$ cat config.mk
export PLATFORM = sky130hd
export DESIGN_NAME = vic_ctrl
export DESIGN_NICKNAME = d
export VERILOG_FILES = /design/src/rtl/vic_pkg.sv /design/src/rtl/vic_pin_sampler.sv /design/src/rtl/vic_arbiter.sv /design/src/rtl/vic_level_track.sv /design/src/rtl/vic_ctrl.sv
export SDC_FILE = /design/constraint.sdc
export NUM_CORES = 1
export LEC_CHECK = 0
export ABC_AREA = 1
export BUFFER_PORTS_ARGS = -buffer_cell sky130_fd_sc_hd__buf_2
export CAP_MARGIN = 20
export CORE_MARGIN = 2
export CORE_UTILIZATION = 49
export DETAILED_ROUTE_END_ITERATION = 10
export GPL_TIMING_DRIVEN = 0
export PLACE_DENSITY = 0.75
export SYNTH_ARGS = -nofsm -noshare
export SYNTH_HDL_FRONTEND = slang
export SYNTH_SLANG_ARGS = --single-unit
export TNS_END_PERCENT = 50
$ cat constraint.sdc
create_clock -name clk -period 1.38 [get_ports clk]
set_input_delay 0.069 -clock clk [delete_from_list [all_inputs] [get_ports clk]]
set_output_delay 0.069 -clock clk [all_outputs]
set_load 0.02 [all_outputs]
$ cat src/rtl/vic_pkg.sv
package vic_pkg;
  localparam int NSRC   = 5;
  localparam int SRC_IW = $clog2(NSRC);
  localparam int NFLAG  = 6;

  typedef enum logic [1:0] {
    SEL_EN   = 2'd0,
    SEL_PRIO = 2'd1,
    SEL_MODE = 2'd2,
    SEL_FLAG = 2'd3
  } regsel_e;

  // flag register bit positions
  localparam int F_EXT0 = 0;
  localparam int F_TMR0 = 1;
  localparam int F_EXT1 = 2;
  localparam int F_TMR1 = 3;
  localparam int F_RX   = 4;
  localparam int F_TX   = 5;
endpackage

$ cat src/rtl/vic_pin_sampler.sv
module vic_pin_sampler #(
  parameter int NPIN = 2
) (
  input  logic            clk,
  input  logic            rst,
  input  logic            tick,
  input  logic [NPIN-1:0] pin_n,
  output logic [NPIN-1:0] level,
  output logic [NPIN-1:0] fall
);
  logic [NPIN-1:0] samp_q;

  for (genvar g = 0; g < NPIN; g++) begin : g_pin
    always_ff @(posedge clk) begin
      if (rst)       samp_q[g] <= 1'b1;
      else if (tick) samp_q[g] <= pin_n[g];
    end
    assign level[g] = ~samp_q[g];
    assign fall[g]  = tick & samp_q[g] & ~pin_n[g];


    edge_sample_chk: assert property (@(posedge clk) disable iff (rst)
      fall[g] |=> level[g]);
  end
endmodule

$ cat src/rtl/vic_arbiter.sv
module vic_arbiter
  import vic_pkg::*;
#(
  parameter int N = NSRC,
  localparam int W = $clog2(N)
) (
  input  logic [N-1:0] pend,
  input  logic [N-1:0] ena,
  input  logic [N-1:0] prio,
  input  logic         ea,
  input  logic         blk_hi,
  input  logic         blk_lo,
  output logic         valid,
  output logic [W-1:0] idx,
  output logic         sel_hi
);
  logic [N-1:0] elig, hi_m, lo_m, pick;
  logic         use_hi;

  assign elig   = pend & ena & {N{ea}};
  assign hi_m   = elig & prio;
  assign lo_m   = elig & ~prio;
  assign use_hi = !blk_hi && (|hi_m);
  assign pick   = use_hi ? hi_m : ((!blk_hi && !blk_lo) ? lo_m : '0);

  always_comb begin
    idx = '0;
    for (int i = N - 1; i >= 0; i--) begin
      if (pick[i]) idx = W'(i);
    end
    valid  = |pick;
    sel_hi = use_hi;
  end
endmodule

$ cat src/rtl/vic_level_track.sv
module vic_level_track (
  input  logic clk,
  input  logic rst,
  input  logic take,
  input  logic take_hi,
  input  logic reti,
  output logic isv_hi,
  output logic isv_lo
);
  always_ff @(posedge clk) begin
    if (rst) begin
      isv_hi <= 1'b0;
      isv_lo <= 1'b0;
    end else if (take) begin
      if (take_hi) isv_hi <= 1'b1;
      else         isv_lo <= 1'b1;
    end else if (reti) begin
      if (isv_hi) isv_hi <= 1'b0;
      else        isv_lo <= 1'b0;
    end
  end


  release_one_chk: assert property (@(posedge clk) disable iff (rst)
    (reti && !take && isv_hi) |=> (!isv_hi && isv_lo == $past(isv_lo)));

  hold_state_chk: assert property (@(posedge clk) disable iff (rst)
    (!reti && !take) |=> ($stable(isv_hi) && $stable(isv_lo)));

  low_take_chk: assert property (@(posedge clk) disable iff (rst)
    (take && !take_hi) |-> (!isv_lo && !isv_hi));
endmodule

$ cat src/rtl/vic_ctrl.sv
module vic_ctrl
  import vic_pkg::*;
#(
  parameter int             DW         = 8,
  parameter int             VW         = 16,
  parameter logic [VW-1:0]  VEC_BASE   = 16'h0003,
  parameter logic [VW-1:0]  VEC_STRIDE = 16'h0008,
  localparam int            EA_BIT     = DW - 1
) (
  input  logic          clk,
  input  logic          rst,
  input  logic          cyc_tick,
  input  logic [1:0]    ext_n,
  input  logic [1:0]    tmr_ovf,
  input  logic          ser_rx,
  input  logic          ser_tx,
  input  logic          reg_we,
  input  logic [1:0]    reg_sel,
  input  logic [DW-1:0] reg_wdata,
  output logic [DW-1:0] reg_rdata,
  output logic          irq_req,
  output logic [VW-1:0] irq_vec,
  input  logic          irq_ack,
  input  logic          irq_reti
);
  logic [DW-1:0]     en_q, pr_q, md_q;
  logic [NFLAG-1:0]  flag_q, flag_d, flag_set, flag_clr, flag_base;
  logic [1:0]        lvl, fall;
  logic [NSRC-1:0]   pend;
  logic              valid_c, hi_c, hi_q, take, isv_hi, isv_lo;
  logic [SRC_IW-1:0] idx_c, idx_q;
  logic [VW-1:0]     vec_c;
  regsel_e           sel;

  assign sel  = regsel_e'(reg_sel);
  assign take = irq_ack & irq_req;

  // configuration registers
  always_ff @(posedge clk) begin
    if (rst) begin
      en_q <= '0;
      pr_q <= '0;
      md_q <= '0;
    end else if (reg_we) begin
      case (sel)
        SEL_EN:   en_q <= reg_wdata;
        SEL_PRIO: pr_q <= reg_wdata;
        SEL_MODE: md_q <= reg_wdata;
        default:  ;
      endcase
    end
  end

  vic_pin_sampler #(.NPIN(2)) u_pins (
    .clk   (clk),
    .rst   (rst),
    .tick  (cyc_tick),
    .pin_n (ext_n),
    .level (lvl),
    .fall  (fall)
  );

  // flag update: software write, then clear on acknowledge, then new events
  always_comb begin
    flag_clr = '0;
    if (take) begin
      case (idx_q)
        SRC_IW'(0): flag_clr[F_EXT0] = md_q[0];
        SRC_IW'(1): flag_clr[F_TMR0] = 1'b1;
        SRC_IW'(2): flag_clr[F_EXT1] = md_q[1];
        SRC_IW'(3): flag_clr[F_TMR1] = 1'b1;
        default:    ;
      endcase
    end
    flag_set = '0;
    flag_set[F_EXT0] = fall[0] & md_q[0];
    flag_set[F_TMR0] = tmr_ovf[0];
    flag_set[F_EXT1] = fall[1] & md_q[1];
    flag_set[F_TMR1] = tmr_ovf[1];
    flag_set[F_RX]   = ser_rx;
    flag_set[F_TX]   = ser_tx;
    flag_base = (reg_we && sel == SEL_FLAG) ? reg_wdata[NFLAG-1:0] : flag_q;
    flag_d    = (flag_base & ~flag_clr) | flag_set;
  end

  always_ff @(posedge clk) begin
    if (rst) flag_q <= '0;
    else     flag_q <= flag_d;
  end

  assign pend[0] = md_q[0] ? flag_q[F_EXT0] : lvl[0];
  assign pend[1] = flag_q[F_TMR0];
  assign pend[2] = md_q[1] ? flag_q[F_EXT1] : lvl[1];
  assign pend[3] = flag_q[F_TMR1];
  assign pend[4] = flag_q[F_RX] | flag_q[F_TX];

  vic_arbiter #(.N(NSRC)) u_arb (
    .pend   (pend),
    .ena    (en_q[NSRC-1:0]),
    .prio   (pr_q[NSRC-1:0]),
    .ea     (en_q[EA_BIT]),
    .blk_hi (isv_hi),
    .blk_lo (isv_lo),
    .valid  (valid_c),
    .idx    (idx_c),
    .sel_hi (hi_c)
  );

  assign vec_c = VEC_BASE + VW'(idx_c) * VEC_STRIDE;

  always_ff @(posedge clk) begin
    if (rst) begin
      irq_req <= 1'b0;
      irq_vec <= '0;
      idx_q   <= '0;
      hi_q    <= 1'b0;
    end else begin
      irq_req <= valid_c & ~take;
      irq_vec <= (valid_c & ~take) ? vec_c : '0;
      idx_q   <= idx_c;
      hi_q    <= hi_c;
    end
  end

  vic_level_track u_lvl (
    .clk     (clk),
    .rst     (rst),
    .take    (take),
    .take_hi (hi_q),
    .reti    (irq_reti),
    .isv_hi  (isv_hi),
    .isv_lo  (isv_lo)
  );

  // registered read port
  always_ff @(posedge clk) begin
    if (rst) reg_rdata <= '0;
    else begin
      case (sel)
        SEL_EN:   reg_rdata <= en_q;
        SEL_PRIO: reg_rdata <= pr_q;
        SEL_MODE: reg_rdata <= md_q;
        default:  reg_rdata <= DW'(flag_q);
      endcase
    end
  end


  vec_slot_chk: assert property (@(posedge clk) disable iff (rst)
    irq_req |-> (((irq_vec - VEC_BASE) % VEC_STRIDE) == '0 &&
                 irq_vec < VEC_BASE + VW'(NSRC) * VEC_STRIDE));

  master_gate_chk: assert property (@(posedge clk) disable iff (rst)
    irq_req |-> $past(en_q[EA_BIT]));

  hi_block_chk: assert property (@(posedge clk) disable iff (rst)
    isv_hi |-> !irq_req);

  ack_drop_chk: assert property (@(posedge clk) disable iff (rst)
    take |=> !irq_req);

  ser_keep_chk: assert property (@(posedge clk) disable iff (rst)
    (take && idx_q == SRC_IW'(4) && !(reg_we && sel == SEL_FLAG))
      |=> ((flag_q[F_TX:F_RX] & $past(flag_q[F_TX:F_RX])) == $past(flag_q[F_TX:F_RX])));
endmodule

==> results of run 1 <==
-- where the power goes --
part           internal [mW]  switching (mW)
sequential              1.53          0.0419
clock                  0.363           0.542
combinational          0.133           0.229
-- sequential cells by signal, summed over array words and instances (netlist names), 2 cells and up --
name,count
en_q,8
flag_q,6
idx_q,3
irq_vec,4
md_q,8
pr_q,8
reg_rdata,8
u_pins.samp_q,2
-- metal layers --
metal,track usage [%],vias up,part of all wire (%),wire length (um)
li1,-,1158,-,-
met1,32.68,1086,43,2645
met2,36.81,87,47,2892
met3,6.173,16,6.4,391
met4,9.697,0,2.8,169
met5,0,-,0,0
-- stage by stage --
step,std cells,power (mW)
floorplan,339,1.821
global placement,427,1.927
detailed placement,427,1.933
CTS,442,2.833
global route,443,2.967
finish,443,2.837
-- critical path, stage by stage, from the launching register on --
cell      delay (ps)
dfxtp_2          350
buf_6            130
nand4_1          180
buf_4            200
or2_4            230
nand2_4           90
inv_2             50
o21bai_4         100
nand2_2           70
nor2_1            80
-- cells in the mapped netlist, types with 2 or more instances --
cell type | count | share of area [%]
nand3_1 | 33 | 7.0
o21ai_1 | 3 | 0.63
nor2_2 | 5 | 1.3
inv_2 | 4 | 0.63
nor2_1 | 28 | 4.4
buf_4 | 12 | 3.8
dfxtp_1 | 51 | 43
nand3_2 | 2 | 0.84
nand2_1 | 60 | 9.5
nand4_2 | 2 | 1.1
a21oi_1 | 27 | 5.7
buf_2 | 3 | 0.63
nand2_2 | 8 | 2.1
inv_1 | 43 | 6.8
o21ai_0 | 17 | 3.6
nand4_1 | 6 | 1.6
o2111ai_1 | 2 | 0.74
clkbuf_1 | 6 | 0.95
o211ai_1 | 8 | 2.5
-- cells by family (layout without fill, tap and decap cells) --
group                  Yosys count  in the layout  synth area share, %
AND/OR/NAND/NOR                147            147                28.74
buffers and inverters           69            119                13.29
AO/OA/AOI/OAI                   61             61                14.77
flip-flops                      51             51                43.04
other                            1             11               0.1581
-- worst paths after layout --
check / start / endpoint / slack, ps / depth (start not counted)
max reg2reg: en_q[7]$_SDFFE_PP0P_ / idx_q[0]$_SDFF_PP0_ / -170 / 9
max: en_q[7]$_SDFFE_PP0P_ / idx_q[0]$_SDFF_PP0_ / -170 / 9
min reg2reg: md_q[7]$_SDFFE_PP0P_ / md_q[7]$_SDFFE_PP0P_ / 470 / 2
min: reg_wdata[1] / en_q[1]$_SDFFE_PP0P_ / 20 / 3
-- timing repair --
action,CTS,global route
endpoints found under the setup margin,8,8
gates cloned,1,0
setup buffers,1,1
pin swaps,7,6
hold buffers,5,0
resized for setup,9,11
hold endpoints to repair,6,0
-- layout make-up --
| class | count | area, sq um |
|---|---|---|
| fill | 436 | 1807 |
| multi-input combinational | 219 | 1144 |
| sequential | 51 | 1025 |
| timing repair buffer | 42 | 240.2 |
| inverter | 47 | 176.4 |
| buffer | 22 | 138.9 |
| clock buffer | 5 | 68.82 |
| tap | 54 | 67.56 |
| clock inverter | 3 | 25.02 |
==> out/results.tsv, run 1 <==
metric	value	unit
status	finished with violations	
violations	negative setup slack	
worst_pin_slew	590.1	ps
synth_ff_type	dfxtp_1	
cp.required	1640	ps
start_util	50.56	%
port-buffer-count	34	
mostFrequentLayoutCell	nand2_1	
path_max_fanout	5	
grt_max_degree	18	
fin_setup_tns	-1108	ps
avgSynthCellArea	7.211	sq um
async_reset_ff_share	0	%
root_buffer	clkbuf_8	
rsz0062_at_grt	true	
core_area	4692	sq um
finClkSkew	8.723	ps
num_rows	25	
ys_warn_count	0	
place_congestion	0.8525	
final_core_util	61.49	%
dieArea	5414	sq um
wl	6.099	mm
clockBufferDepth	2	
power_density	983.2	nW/um^2
area_growth	21.62	%
die_w	73.58	um
antenna_left	0	
antenna_found_initial	0	
cts_buffers	5	
dp_hpwl	4.195	mm
vias_per_cell	5.298	
critPathKind	flop to flop	
drive_gt1_share	24.94	%
maxCapViolations	0	
nets	410	
setup_ws	-168.6	ps
dp_slack	-171.9	ps
num_io_pins	47	
arrival	1810	ps
grt_overflow	0	
cts_sinks	51	
grt_usage	24.18	%
drt_first_pass_iters	6	
fin_crit	1549	ps
die_h	73.58	um
syn_area	2372	sq um
dr_total_vias	2347	
setup_viol	8	
wl_per_cell	13.77	um
hold_path_class	primary input to flop	
clk_latency	320	ps
drv_slew	0	
ys_ff_latch	51	
synth_edf_count	0	
hold_ws	20.19	ps
first_global_vias	2062	
drc	0	
ys_types	28	
dpl_cell_area	2648	sq um
fmax	0.6458	GHz
final_hold_viol_count	0	
synth_cells	329	
ys_seq_area_share	43.04	%
ir_worst_vdd	0.0004475	V
finalCritPeriodShare	112.2	%
p_leak	1.431	nW
cts_tree	yes	
post-route-cell-area	2885	sq um
grt_pass1_wl	9.818	mm
max_slew_margin	60.66	%
drt_iter0_markers	259	
cp-end-kind	flop	
final_cell_mix	nand2_1, dfxtp_1, inv_1	
cts_max_level	2	
clkTransAtPathRegs	100	ps
startpoint_type	flop	
num_antenna_cells	0	
No activity file was read; power rests on OpenSTA's default activity.
==> run 2: changes to the inputs <==
--- a/config.mk
+++ b/config.mk
@@ -12,7 +12,7 @@
 export CORE_UTILIZATION = 49
 export DETAILED_ROUTE_END_ITERATION = 10
 export GPL_TIMING_DRIVEN = 0
-export PLACE_DENSITY = 0.75
+export PLACE_DENSITY_LB_ADDON = 0.12
 export SYNTH_ARGS = -nofsm -noshare
 export SYNTH_HDL_FRONTEND = slang
 export SYNTH_SLANG_ARGS = --single-unit
==> run 2 against run 1 <==
The flow still finishes with violations (negative setup slack). Combinational power about the same. Utilization decreased by 0.24 points. Global-route usage decreased by 0.27 points. Largest power group unchanged. Highest routed layer unchanged.
==> out/results.tsv, run 2 (synthesis gave the netlist of run 1 again) <==
metric	value	unit	change
status	finished with violations		
violations	negative setup slack		
grt_usage	23.91	%	-0.27 points
rsz0062_at_grt	true		
register_area	1026	sq um	+0.12%
die_h	73.58	um	unchanged
finClkSkew	5.091	ps	-3.632 ps
root_buffer	clkbuf_8		
fin_crit	1535	ps	-13.72 ps
cts_sinks	51		unchanged
clkTransAtPathRegs	90	ps	about the same
setup_viol	8		unchanged
drv_slew	0		unchanged
setup_ws	-154.8	ps	+13.72 ps
critPathMaxStageDelay	340	ps	about the same
grt_max_degree	15		-3
num_rows	25		unchanged
cp.required	1580	ps	-60 ps
ir_worst_vdd	0.0006273	V	+40%
clk_latency	300	ps	-20 ps
die_w	73.58	um	unchanged
crit_chain	buf_6 > nand2_2 > nor2_4 > nand2_2 > nand3_2 > nor2_4 > nand3_1 > nand2_1 > nor2_2 > nand3_2 > nand2_2 > inv_1		
cp-end-kind	flop		
num_antenna_cells	0		unchanged
place_congestion	0.8521		about the same
num_io_pins	47		unchanged
path_max_fanout	6		+1
cp_common_cell	nand2_2		
start_util	50.56	%	unchanged
port-buffer-count	34		unchanged
max_slew_margin	61.07	%	+0.41 points
cts_buffers	5		unchanged
drc	0		unchanged
cts_max_level	2		unchanged
vias_per_cell	5.262		-0.68%
nets	410		unchanged
multi_input_area	1144	sq um	unchanged
area_growth	21.15	%	
slowest_stage	dfxtp_2		
power_density	961.9	nW/um^2	-2.2%
fmax	0.6515	GHz	+0.89%
core_area	4692	sq um	unchanged
arrival	1740	ps	-70 ps
hold_path_class	primary input to flop		
finalCritPeriodShare	111.2	%	-0.99 points
drive_gt1_share	24.94	%	unchanged
worst_pin_slew	584.0	ps	-6.085 ps
mostFrequentLayoutCell	nand2_1		
first_global_vias	2113		+2.5%
dieArea	5414	sq um	unchanged
dr_total_vias	2331		-0.68%
wl	6.063	mm	-0.59%
nFillCells	451		+3.4%
drt_iter0_markers	165		-36%
drt_first_pass_iters	5		-1
wl_per_cell	13.69	um	-0.59%
maxCapViolations	0		unchanged
finalPower	2.765	mW	-2.5%
final_cell_mix	nand2_1, dfxtp_1, inv_1		
crit_buf_inv	2		-1
hold_ws	44.79	ps	+24.61 ps
critPathKind	flop to flop		
grt_pass1_wl	9.901	mm	+0.85%
grt_overflow	0		unchanged
startpoint_type	flop		
clockBufferDepth	2		unchanged
cts_tree	yes		
path_delay_family	simple AND/OR/NAND/NOR gates		
antenna_left	0		unchanged
final_hold_viol_count	0		unchanged
p_leak	1.418	nW	-0.94%
dp_hpwl	4.226	mm	+0.75%
antenna_found_initial	0		unchanged
run 2: changes by cell type in the layout (fill, tap and decap cells not counted), sizes merged:
cell / change
clkinv: -1
clkinvlp: -1
clkbuf: +2
run 2: per-layer routing:
layer / vias to the layer above / global-route usage (%) / share of wire (%)
met5: - / 0 / 0
met4: 0 / 9.899 / 1.9
met2: 99 / 37.90 / 46
met3: 12 / 5.761 / 8.6
met1: 1047 / 31.09 / 43
li1: 1173 / - / -
run 2: metrics by stage:
step	cells	setup WS (ps)	util, %	setup TNS, ps	area (sq um)
2_1_floorplan	339	28.04	-	0	2410
6_report	443	-154.8	61.25	-1038	2874
3_5_place_dp	427	-194.5	56.43	-1665	2648
3_3_place_gp	427	-183.1	56.43	-1890	2648
5_1_grt	443	-284.0	61.25	-2037	2874
4_1_cts	443	-128.5	60.75	-823.7	2850
run 2: timing repair:
action | 4_1_cts | 5_1_grt
gates resized for setup | 14 | 6
pin swaps | 11 | 12
endpoints found under the setup margin | 8 | 8
hold buffers | 5 | 0
hold endpoints to repair | 6 | 0
cloned | 1 | 0
buffers inserted | 2 | 0
run 2: where the power goes:
group / leakage, nW / switching (mW) / internal [mW]
Sequential: 0.418 / 0.0395 / 1.53
Clock: 0.0422 / 0.478 / 0.357
Combinational: 0.958 / 0.230 / 0.132
Total: 1.42 / 0.747 / 2.02
run 2: area by class of cell:
type	count	share of cell area (%)
repair buffers	42	8.359
flip-flops and latches	51	35.70
multi-input cells	219	39.79
plain buffers	22	4.832
clock inverters	1	0.1741
inverters	47	6.138
clock buffers	7	2.656
well taps	54	2.351
run 2: worst register-to-register path, cell delays in order, from the launching register on:
cell     delay, ps
dfxtp_2        340
buf_6          120
nand2_2         60
nor2_4         120
nand2_2         80
nand3_2         90
nor2_4          70
nand3_1         70
nand2_1         80
nor2_2         170
nand3_2        100
nand2_2         90
inv_1           50
run 2: final timing paths:
check	start	endpoint	slack (ps)	cells after the start
worst max-delay path	en_q[7]$_SDFFE_PP0P_	irq_req$_SDFF_PP0_	-150	12
worst min-delay path	reg_wdata[4]	en_q[4]$_SDFFE_PP0P_	40	3
worst max register to register	en_q[7]$_SDFFE_PP0P_	irq_req$_SDFF_PP0_	-150	12
worst min register to register	md_q[7]$_SDFFE_PP0P_	md_q[7]$_SDFFE_PP0P_	460	2
==> run 3: changes to the inputs <==
--- a/config.mk
+++ b/config.mk
@@ -9,10 +9,11 @@
 export BUFFER_PORTS_ARGS = -buffer_cell sky130_fd_sc_hd__buf_2
 export CAP_MARGIN = 20
 export CORE_MARGIN = 2
-export CORE_UTILIZATION = 49
+export CORE_UTILIZATION = 55
 export DETAILED_ROUTE_END_ITERATION = 10
 export GPL_TIMING_DRIVEN = 0
 export PLACE_DENSITY_LB_ADDON = 0.12
+export RECOVER_POWER = 25
 export SYNTH_ARGS = -nofsm -noshare
 export SYNTH_HDL_FRONTEND = slang
 export SYNTH_SLANG_ARGS = --single-unit
==> constraint.sdc (replaced) <==
create_clock -name clk -period 1.8 [get_ports clk]
set_input_delay 0.09 -clock clk [delete_from_list [all_inputs] [get_ports clk]]
set_output_delay 0.09 -clock clk [all_outputs]
set_load 0.02 [all_outputs]
==> run 3 against run 2 <==
The run now ends clean. Cell count is 2.3% lower. Register-to-register slack better by 380 ps. Global-route usage is 0.65 points higher. Die area is 10% lower. Final area is 3.2% lower. Clock-buffer cell count is 2 lower. Worst setup slack better by 380 ps. Routed wire length is 5.0% lower. Hold slack worse by 34 ps.
==> out/results.tsv, run 3 (synthesis gave the netlist of run 1 again) <==
metric	value	unit	change
setup_viol	0		-8
post-route-cell-area	2781	sq um	-3.2%
finClkSkew	6.729	ps	+1.639 ps
hold-path-cell-count	3		unchanged
cp-end-kind	flop		
clockBufferDepth	2		unchanged
cts_hold_buf	2		-3
area_growth	17.25	%	
finalCritPeriodShare	87.23	%	-24 points
root_buffer	clkbuf_8		
clkTransAtPathRegs	90	ps	about the same
grt_pass1_wl	9.604	mm	-3.0%
maxCapViolations	0		unchanged
vias_per_cell	5.229		-0.63%
power_density	863.6	nW/um^2	-10%
p_clk_share	39.2	%	+9.0 points
dp_slack	246.4	ps	+440.9 ps
fin_crit	1570	ps	+35.32 ps
mostFrequentLayoutCell	nand2_1		
ff2ff_path_depth	11		-1
place_congestion	0.8741		+2.6%
dr_total_vias	2264		-2.9%
cp.required	2020	ps	+440 ps
drt_iter0_markers	150		-9.1%
drive_gt1_share	17.75	%	-7.2 points
wl_met1	2.677	mm	+2.6%
postCtsSetupBuffers	0		-2
p_int	1.816	mW	-10%
critPathMaxStageDelay	440	ps	+100 ps
drc	0		unchanged
max_slew_margin	59.10	%	-2.0 points
crit_buf_inv	2		unchanged
setup_ws	229.8	ps	+384.7 ps
clk_latency	310	ps	about the same
path_delay_family	simple AND/OR/NAND/NOR gates		
startpoint_type	flop		
arrival	1790	ps	+50 ps
hold_path_class	primary input to flop		
crit_chain	inv_2 > nand2_1 > nand4_2 > nand2_2 > nor2_4 > nand3_1 > nand2_1 > nor2_2 > nand3_1 > nand2_2 > inv_1		
comb_power_share	10.7	%	-2.4 points
ctsResizeCount	0		-14
drt_first_pass_iters	5		unchanged
cts_sinks	51		unchanged
port-buffer-count	34		unchanged
critPathKind	flop to flop		
status	finished, final reports clean		
hold_ws	10.49	ps	-34.30 ps
seqPwrFrac	50.0	%	-6.7 points
dpl_cell_area	2643	sq um	-0.19%
wl_per_cell	13.30	um	-2.9%
num_io_pins	47		unchanged
dp_hpwl	4.147	mm	-1.9%
cts_buffers	5		unchanged
num_antenna_cells	0		unchanged
p_leak	1.363	nW	-3.8%
nFillCells	403		-11%
slowest_stage	dfxtp_1		
grt_max_degree	17		+2
p_switching	586.0	uW	-22%
rsz0062_at_grt	false		
antenna_left	0		unchanged
die_w	69.68	um	-5.3%
grt_overflow	0		unchanged
drv_slew	0		unchanged
nets	404		-1.5%
wl	5.757	mm	-5.0%
num_rows	23		-8.0%
final_hold_viol_count	0		unchanged
highest_layer	met4		
path_max_fanout	6		unchanged
final_cell_mix	nand2_1, dfxtp_1, inv_1		
grt_usage	24.56	%	+0.65 points
worst_pin_slew	613.5	ps	+29.48 ps
first_global_vias	2089		-1.1%
cts_tree	yes		
core_area	4086	sq um	-13%
dieArea	4855	sq um	-10%
ir_worst_vdd	0.0005935	V	-5.4%
crit_cells	11		-1
fin_setup_tns	0	ps	+1038 ps
route.met3.wl	393	um	-25%
die_h	69.68	um	-5.3%
cts_max_level	2		unchanged
switching_share	24.39	%	-2.6 points
route.met2.wl	2.625	mm	-6.7%
antenna_found_initial	0		unchanged
start_util	58.05	%	+7.5 points
fmax	0.6369	GHz	-2.2%
-- run 3: changes by cell type in the layout (fill, tap and decap cells not counted), sizes merged --
cell	previous run	this run
dlygate4sd3	5	2
bufinv	0	2
clkinv	1	0
clkinvlp	0	1
clkbuf	13	25
buf	53	36
-- run 3: area by class of cell --
class                      count  area [sq um]  share of cell area (%)
multi-input combinational    219          1074                   38.60
tap                           50         62.56                   2.249
timing repair buffer          36         172.7                   6.208
clock buffer                   5         68.82                   2.474
inverter                      47         176.4                   6.343
clock inverter                 3         67.56                   2.429
buffer                        22         138.9                   4.993
sequential                    51          1021                   36.71
-- run 3: metal layers --
layer | up-vias | track usage [%]
met4 | 0 | 6.197
met1 | 1027 | 34.09
met5 | - | 0
li1 | 1146 | -
met2 | 84 | 39.00
met3 | 7 | 5.378
-- run 3: power groups by stage --
stage	registers (mW)	clock network (mW)	logic (mW)
floorplan	1.23	0	0.166
detailed placement	1.23	0	0.254
global route	1.21	0.980	0.287
global placement	1.23	0	0.250
CTS	1.20	0.955	0.258
finish	1.20	0.942	0.258
-- run 3: worst register-to-register path: cells and delay by family (launching register included) --
family,cells,cell delay (ps)
buffers and inverters,2,100
and+or+nand+nor,9,920
DFF,1,440
-- run 3: worst paths after layout --
kind | slack, ps | endpoint | from
hold / removal | 10 | flag_q[1]$_SDFF_PP0_ | tmr_ovf[0]
setup / recovery | 230 | irq_vec[1]$_SDFF_PP0_ | md_q[1]$_SDFFE_PP0P_
hold reg to reg | 470 | md_q[5]$_SDFFE_PP0P_ | md_q[5]$_SDFFE_PP0P_
setup reg to reg | 230 | irq_vec[1]$_SDFF_PP0_ | md_q[1]$_SDFFE_PP0P_
-- run 3: through the flow --
| stage | util [%] | power, mW | instances |
|---|---|---|---|
| after floorplan | - | 1.396 | 339 |
| after global placement | 64.67 | 1.476 | 423 |
| after detailed placement | 64.67 | 1.480 | 423 |
| after CTS | 68.49 | 2.414 | 433 |
| after global routing | 68.06 | 2.474 | 433 |
| final | 68.06 | 2.402 | 433 |
